### config.mk
export PLATFORM = sky130hd
export DESIGN_NAME = trace_delta_stamp
export DESIGN_NICKNAME = d
export VERILOG_FILES = /design/src/rtl/ts_pkg.sv /design/src/rtl/ts_prescaler.sv /design/src/rtl/ts_delta_counter.sv /design/src/rtl/ts_idle_timer.sv /design/src/rtl/ts_emitter.sv /design/src/rtl/trace_delta_stamp.sv
export SDC_FILE = /design/constraint.sdc
export NUM_CORES = 1
export LEC_CHECK = 0
export CORE_MARGIN = 10
export CORE_UTILIZATION = 56
export CTS_BUF_LIST = sky130_fd_sc_hd__clkbuf_2
export CTS_CLUSTER_SIZE = 28
export DETAILED_ROUTE_END_ITERATION = 7
export GPL_ROUTABILITY_DRIVEN = 0
export PLACE_DENSITY = 0.75
export REMOVE_ABC_BUFFERS = 1
export SLEW_MARGIN = 40
export SYNTH_ARGS = -nofsm -noshare
export SYNTH_HDL_FRONTEND = slang
export SYNTH_SLANG_ARGS = --single-unit
### constraint.sdc
create_clock -name clk -period 4.7 [get_ports clk]
set_clock_uncertainty 0.2 [all_clocks]
set_input_delay 0.94 -clock clk [delete_from_list [all_inputs] [get_ports clk]]
set_output_delay 0.94 -clock clk [all_outputs]
set_load 0.02 [all_outputs]
### src/rtl/ts_pkg.sv
`timescale 1ns/1ps
package ts_pkg;
  typedef enum logic [1:0] {
    CAUSE_NONE = 2'd0,
    CAUSE_PKT  = 2'd1,
    CAUSE_OVF  = 2'd2,
    CAUSE_IDLE = 2'd3
  } cause_t;
endpackage

### src/rtl/ts_prescaler.sv
`timescale 1ns/1ps
module ts_prescaler #(
  parameter int SEL_W = 2,
  localparam int PRE_W = 2 * ((1 << SEL_W) - 1)
) (
  input  logic             clk,
  input  logic             rst,
  input  logic             clr,
  input  logic             run,
  input  logic [SEL_W-1:0] sel,
  output logic             tick
);
  logic [PRE_W-1:0] pre_q;
  logic [PRE_W-1:0] limit;

  // divide by 4**sel: limit = 4**sel - 1
  assign limit = ~({PRE_W{1'b1}} << (2 * sel));
  assign tick  = run & (pre_q >= limit);

  always_ff @(posedge clk) begin
    if (rst || clr)
      pre_q <= '0;
    else if (tick)
      pre_q <= '0;
    else
      pre_q <= pre_q + 1'b1;
  end
endmodule

### src/rtl/ts_delta_counter.sv
`timescale 1ns/1ps
module ts_delta_counter #(
  parameter int CNT_W = 21
) (
  input  logic             clk,
  input  logic             rst,
  input  logic             clr,
  input  logic             inc,
  output logic [CNT_W-1:0] cnt,
  output logic             at_max
);
  assign at_max = (cnt == {CNT_W{1'b1}});

  always_ff @(posedge clk) begin
    if (rst || clr)
      cnt <= '0;
    else if (inc && !at_max)
      cnt <= cnt + 1'b1;
  end
endmodule

### src/rtl/ts_idle_timer.sv
`timescale 1ns/1ps
module ts_idle_timer #(
  parameter int IDLE_CYCLES = 2_000_000,
  localparam int IDLE_W = $clog2(IDLE_CYCLES)
) (
  input  logic clk,
  input  logic rst,
  input  logic clr,
  output logic fire
);
  logic [IDLE_W-1:0] idle_q;

  assign fire = !clr && (idle_q == IDLE_W'(IDLE_CYCLES - 1));

  always_ff @(posedge clk) begin
    if (rst || clr || fire)
      idle_q <= '0;
    else
      idle_q <= idle_q + 1'b1;
  end
endmodule

### src/rtl/ts_emitter.sv
`timescale 1ns/1ps
module ts_emitter
  import ts_pkg::*;
#(
  parameter int CNT_W = 21
) (
  input  logic             clk,
  input  logic             rst,
  input  logic             en,
  input  logic             take,
  input  cause_t           cause,
  input  logic [CNT_W-1:0] cnt,
  input  logic             ack,
  output logic             req,
  output logic [CNT_W-1:0] val,
  output cause_t           cause_q
);
  always_ff @(posedge clk) begin
    if (rst || !en) begin
      req     <= 1'b0;
      val     <= '0;
      cause_q <= CAUSE_NONE;
    end else if (take) begin
      req     <= 1'b1;
      val     <= cnt;
      cause_q <= cause;
    end else if (ack) begin
      req     <= 1'b0;
    end
  end
endmodule

### src/rtl/trace_delta_stamp.sv
`timescale 1ns/1ps
module trace_delta_stamp
  import ts_pkg::*;
#(
  parameter int CNT_W       = 21,
  parameter int IDLE_CYCLES = 2_000_000,
  parameter int SEL_W       = 2
) (
  input  logic             clk,
  input  logic             rst,
  input  logic             ts_en,
  input  logic [SEL_W-1:0] prescale_sel,
  input  logic             line_mode,
  input  logic             line_active,
  input  logic             pkt_wr,
  input  logic             req_ack,
  output logic             stamp_req,
  output logic [CNT_W-1:0] stamp_val,
  output logic [1:0]       stamp_cause
);
  logic             active, tick, at_max, cnt_clr, idle_clr, idle_fire;
  logic             free, trig_pkt, trig_ovf, trig_idle, emit;
  logic [CNT_W-1:0] cnt_q;
  cause_t           cause_sel, cause_q;

  assign active    = ts_en & (~line_mode | line_active);
  assign free      = ~stamp_req | req_ack;
  assign trig_ovf  = ts_en & at_max;
  assign trig_pkt  = ts_en & pkt_wr & (cnt_q != '0);
  assign trig_idle = ts_en & idle_fire;
  assign emit      = free & (trig_ovf | trig_pkt | trig_idle);
  assign cnt_clr   = ~active | emit;
  assign idle_clr  = ~ts_en | line_mode | pkt_wr;

  always_comb begin
    if (trig_ovf)      cause_sel = CAUSE_OVF;
    else if (trig_pkt) cause_sel = CAUSE_PKT;
    else               cause_sel = CAUSE_IDLE;
  end

  ts_prescaler #(.SEL_W(SEL_W)) u_pre (
    .clk(clk), .rst(rst), .clr(cnt_clr), .run(active),
    .sel(prescale_sel), .tick(tick)
  );

  ts_delta_counter #(.CNT_W(CNT_W)) u_cnt (
    .clk(clk), .rst(rst), .clr(cnt_clr), .inc(tick),
    .cnt(cnt_q), .at_max(at_max)
  );

  ts_idle_timer #(.IDLE_CYCLES(IDLE_CYCLES)) u_idle (
    .clk(clk), .rst(rst), .clr(idle_clr), .fire(idle_fire)
  );

  ts_emitter #(.CNT_W(CNT_W)) u_emit (
    .clk(clk), .rst(rst), .en(ts_en), .take(emit), .cause(cause_sel),
    .cnt(cnt_q), .ack(req_ack), .req(stamp_req), .val(stamp_val),
    .cause_q(cause_q)
  );

  assign stamp_cause = cause_q;
endmodule


**Word level (Yosys, flattened, before mapping)**

Index checks and enable logic that the tools add are counted.

- Word-level logic and storage cells: 48
- Register bits: 72
- Output and inout bits: 24
- Input port bits: 9

- Shift-type cells: 1
- Equality and inequality tests: 2
- Muxes and demuxes: 4
- Reductions and logical operators: 12
- Magnitude comparators: 1
- Bitwise gates (word level): 19
- $add $sub $neg: 3

Operator list:

| operator | number |
|---|---|
| $add 21x1->21 const B | 2 |
| $eq 21x21->1 const B | 2 |
| $reduce_bool 21->1 | 1 |
| $and 1x1->1 | 7 |
| $or 1x1->1 | 7 |
| $add 6x1->6 const B | 1 |
| $ge 6x6->1 | 1 |
| $not 6->6 | 1 |
| $shl 6x3->6 const A | 1 |
| $logic_or 1x1->1 | 4 |
| $mux 2 | 2 |
| $not 1->1 | 4 |
| $logic_not 1->1 | 3 |
| $logic_and 1x1->1 | 2 |
| $mux 1 | 2 |
| $reduce_bool 2->1 | 1 |
| $reduce_or 2->1 | 1 |

**Longest topological paths before layout**

- Word-level depth: 11
- Gate-level depth with buffers: 10
- Depth with buffers taken out: 8

**By module**

Synthesis repeated with hierarchy kept, for this count alone.

- Cells, all modules: 399
- Area total of the unflattened synthesis: 3677.3 sq um

By module, submodules not included:

| module | times used | sequential area each (sq um) | area an instance (sq um) | cells an instance |
|---|---|---|---|---|
| ts_delta_counter | 1 | 420.4 | 1242.4 | 141 |
| ts_idle_timer | 1 | 420.4 | 1018.5 | 112 |
| ts_emitter | 1 | 480.5 | 897.1 | 80 |
| ts_prescaler | 1 | 120.1 | 395.4 | 45 |
| trace_delta_stamp | 1 | 0.0 | 123.9 | 21 |

**Least setup slack after synthesis**

OpenSTA, ideal clock, no wires.

- Kind: in2reg
- Start point: input port prescale_sel[1]
- End point: register u_cnt.cnt[11]
- Library setup time: 80 ps
- Stages: 8
- Path slack: 1663 ps
- Buffers on the path: 1
- Data required time: 4420 ps
- Arrival time: 2758 ps
- Cell sequence: or2_2 ha_1 nor2b_1 o21ai_0 a22oi_1 clkbuf_1 or4_1 a211oi_2

- Word-level cells in the longest chain between the ends: 5

Ends and longest elaborated chain:

| item | RTL line | RTL |
|---|---|---|
| from (decl) | trace_delta_stamp.sv:12 | `input logic [SEL_W-1:0] prescale_sel,` |
| $shl 6x3->6 | ts_prescaler.sv:17 | `assign limit = ~({PRE_W{1'b1}} << (2 * sel));` |
| $not 6->6 | ts_prescaler.sv:17 |  |
| $ge 6x6->1 | ts_prescaler.sv:18 | `assign tick = run & (pre_q >= limit);` |
| $and 1x1->1 | ts_prescaler.sv:18 |  |
| $logic_and 1x1->1 | ts_delta_counter.sv:17 | `else if (inc && !at_max)` |
| to (signal assigned) | ts_delta_counter.sv:18 | `cnt <= cnt + 1'b1;` |
| to (decl) | ts_delta_counter.sv:9 | `output logic [CNT_W-1:0] cnt,` |

No other way between the ends.
A chain may end at the register's enable or synchronous reset.

**Worst setup path after layout**

- Start point: input port prescale_sel[1]
- End point: register u_cnt.cnt[19]

Same word-level chain as after synthesis.

==> results.json <==
{
  "timing.critical_path.fanout_max": 41,
  "post_route_cells_drive_above_1_share_pct": 7.710,
  "die_height_um": 99.48,
  "drtAntennaViolNets": 0,
  "grt_pass1_wl_um": 12640,
  "clockRootBuffer": "sky130_fd_sc_hd__clkbuf_2",
  "fillers": 534,
  "share_of_synthesized_flip_flops_with_an_asynchronous_set_or_reset_pct": 0,
  "vdd_drop_max_uv": 145.9,
  "min-delay-path-class": "flip-flop to flip-flop",
  "clock_tree_from_tritoncts": "done",
  "timing_hold_violations_final": 0,
  "yosys.cell_types.count": 44,
  "met1_length_um": 3382,
  "max_cap_violations": 0,
  "post-cts-setup-buffer-count": 0,
  "clock_sinks": 72,
  "layout.cells.most_common": "sky130_fd_sc_hd__dfxtp_1",
  "post_synth_instance_area_um2": 3537,
  "total_inserted_antenna_cells": 0,
  "rsz0062_at_grt": "false",
  "post-route-cell-area_um2": 3999,
  "clkLatencyLatePin_ns": 0.51,
  "synth_xor_xnor_area_share_pct": 5.695,
  "critical_path.startpoint": "prescale_sel[1]",
  "power_density_nw_per_um2": 242.0,
  "critical_path.endpoint_type": "flip-flop",
  "holdCritStartpoint": "u_emit.val[14]",
  "cts.hold.buffers_added": 0,
  "wl_per_cell_um": 14.52,
  "cts_made_buffers": 9,
  "htree_levels": 3,
  "place.port_buffers": 32,
  "power.leakage_uw": 0.001217,
  "relSlewSlack_pct": 52.80,
  "synth-seq-cells": 72,
  "regToRegStartpoint": "u_idle.idle_q[15]",
  "tightest_slew_ns": 0.7026,
  "synthTopCellsByArea": "sky130_fd_sc_hd__dfxtp_1 41%, sky130_fd_sc_hd__nand2_1 7.1%, sky130_fd_sc_hd__mux2i_1 6.2%, sky130_fd_sc_hd__xor2_1 3.7%, sky130_fd_sc_hd__o31ai_1 3.6%",
  "place_ws_ns": 1.042,
  "routed-via-count": 2922,
  "synthFlopType": "sky130_fd_sc_hd__dfxtp_1",
  "final.period_utilization_pct": 67.61,
  "max_freq_ghz": 0.3147,
  "wl_met2_um": 3456,
  "main_combinational_cell_family_by_area_after_synthesis": "simple AND/OR/NAND/NOR gates",
  "sequential_area_share_after_synthesis_pct": 40.75,
  "avgViaCountPerCell": 5.809,
  "outcome": "completed",
  "postPlaceCellArea_um2": 3899,
  "worst-endpoint-arrival_ns": 3.41,
  "topRoutingLayerUsed": "met4",
  "initial_utilization_pct": 58.70,
  "clock_path_buffers": 2,
  "mostFrequentLayoutCells": "72 x sky130_fd_sc_hd__dfxtp_1, 67 x sky130_fd_sc_hd__nand2_1, 32 x sky130_fd_sc_hd__clkdlybuf4s50_1, 27 x sky130_fd_sc_hd__nor2_1",
  "grt_pass1_vias": 2762,
  "core_area_um2": 6026,
  "floorplan_row_count": 28,
  "drt_first_pass_iters": 4,
  "design.final.nets": 444,
  "final-setup-viol-count": 0,
  "synthesized_area_fraction_occupied_by_and_or_nand_nor_cells_pct": 27.84,
  "synth-edff-count": 0,
  "first_iter_violations": 136,
  "start_kind": "input port",
  "wirelength_um": 7304,
  "period_needed_ns": 3.178,
  "synth_top_cell_by_area": "sky130_fd_sc_hd__dfxtp_1",
  "hpwlAfterDp_um": 4943,
  "setup_slack_ns": 1.522,
  "met3WireLength_um": 344,
  "synth_fa_ha_area_share_pct": 3.537,
  "worst_path_largest_cell_delay_ns": 0.55,
  "area_delta_synth_final_pct": 13.05,
  "slowest_stage": "sky130_fd_sc_hd__or4_1",
  "grt_antenna_before_repair": 0,
  "slew_violations": 0,
  "die_w_um": 99.48,
  "clkTransAtPathRegs_ns": 0.19,
  "multi_input_combinational_cell_area_um2": 1972,
  "yosys-mux-area-fraction_pct": 6.226,
  "synth_compound_gate_area_share_pct": 11.53,
  "die_area_um2": 9895,
  "design.portCount": 33,
  "worst_slack_on_hold_paths_ns": 0.2706,
  "post_synth.cell_area_avg_um2": 8.799,
  "synth-warning-count": 0,
  "critical_setup_path_kind": "input port to flip-flop",
  "post-route-drc-count": 0,
  "critical_path.cell_chain": "clkdlybuf4s50_1 -> or2_2 -> ha_1 -> nor2b_1 -> o21ai_0 -> a22oi_2 -> buf_4 -> or4_1 -> a211oi_2",
  "grt_start_max_net_pins": 48,
  "tns_ns": 0,
  "timing.critical_path.required_ns": 4.93,
  "syn-instance-count": 402,
  "groute.usage.overall_pct": 15.12,
  "synthDominantCellAreaShare_pct": 40.75,
  "globalRoute.totalOverflow": 0,
  "area.sequential_um2": 1441,
  "cts.repair.resized": 0
}
-- cells by family after synthesis --
family                     Yosys count
xor gates and xnor gates            23
adders and majority gates           10
AOI/OAI and AO/OA                   51
DFF                                 72
and+or+nand+nor                    191
muxes                               22
buffers and inverters               33
-- worst paths after layout --
kind                     to  slack, ns  cells after the start
max           u_cnt.cnt[19]       1.52                      9
min          u_emit.val[14]       0.27                      2
max reg2reg   u_emit.val[4]       2.20                      6
min reg2reg  u_emit.val[14]       0.27                      2
-- final cells by class --
type	instances	share of cell area, %
multi-input combinational	297	49.31
sequential	72	36.04
timing repair buffer	36	9.074
tap	75	2.347
clock inverter	5	1.252
clock buffer	9	1.126
inverter	9	0.8448
-- report_power, final --
part	leakage, uW	internal, uW	total [uW]	switching, uW
clock network	0.0000587	113	320	207
registers	0.000580	612	613	0.880
logic	0.000578	13.4	34.4	21.0
-- cells in the mapped netlist, drive strengths merged, types with 10 or more instances --
library cell / count
dfxtp: 72
nand2: 67
nor2: 27
nand3: 23
mux2i: 22
a211oi: 21
o31ai: 17
or4: 17
xor2: 15
clkbuf: 14
buf: 10
ha: 10
-- state kept, by name, summed over array words and instances, names as in the netlist --
name / cells
u_emit.req: 1
u_emit.cause_q: 2
u_emit.val: 21
u_cnt.cnt: 21
u_idle.idle_q: 21
u_pre.pre_q: 6
-- metrics by stage --
stage,cells,total power (uW),util (%)
5_1_grt,503,1003,66.36
3_3_place_gp,489,659.0,64.60
3_5_place_dp,489,659.8,64.70
4_1_cts,503,977.7,66.28
2_1_floorplan,378,643.3,-
6_report,503,967.7,66.36
-- routing by layer --
layer  vias up  global-route usage [%]
li1       1489                       -
met1      1387                   18.42
met3        12                   4.014
met2        34                   24.30
met4         0                   6.946
met5         -                       0
-- critical path, delay by kind of cell --
family,cells,cell delay [ns]
AO/OA/AOI/OAI,3,0.55
adder cells (fa/ha/maj),1,0.28
buffers and inverters,2,0.69
AND/OR/NAND/NOR,3,0.93
Power figures use the tool's default switching activity.
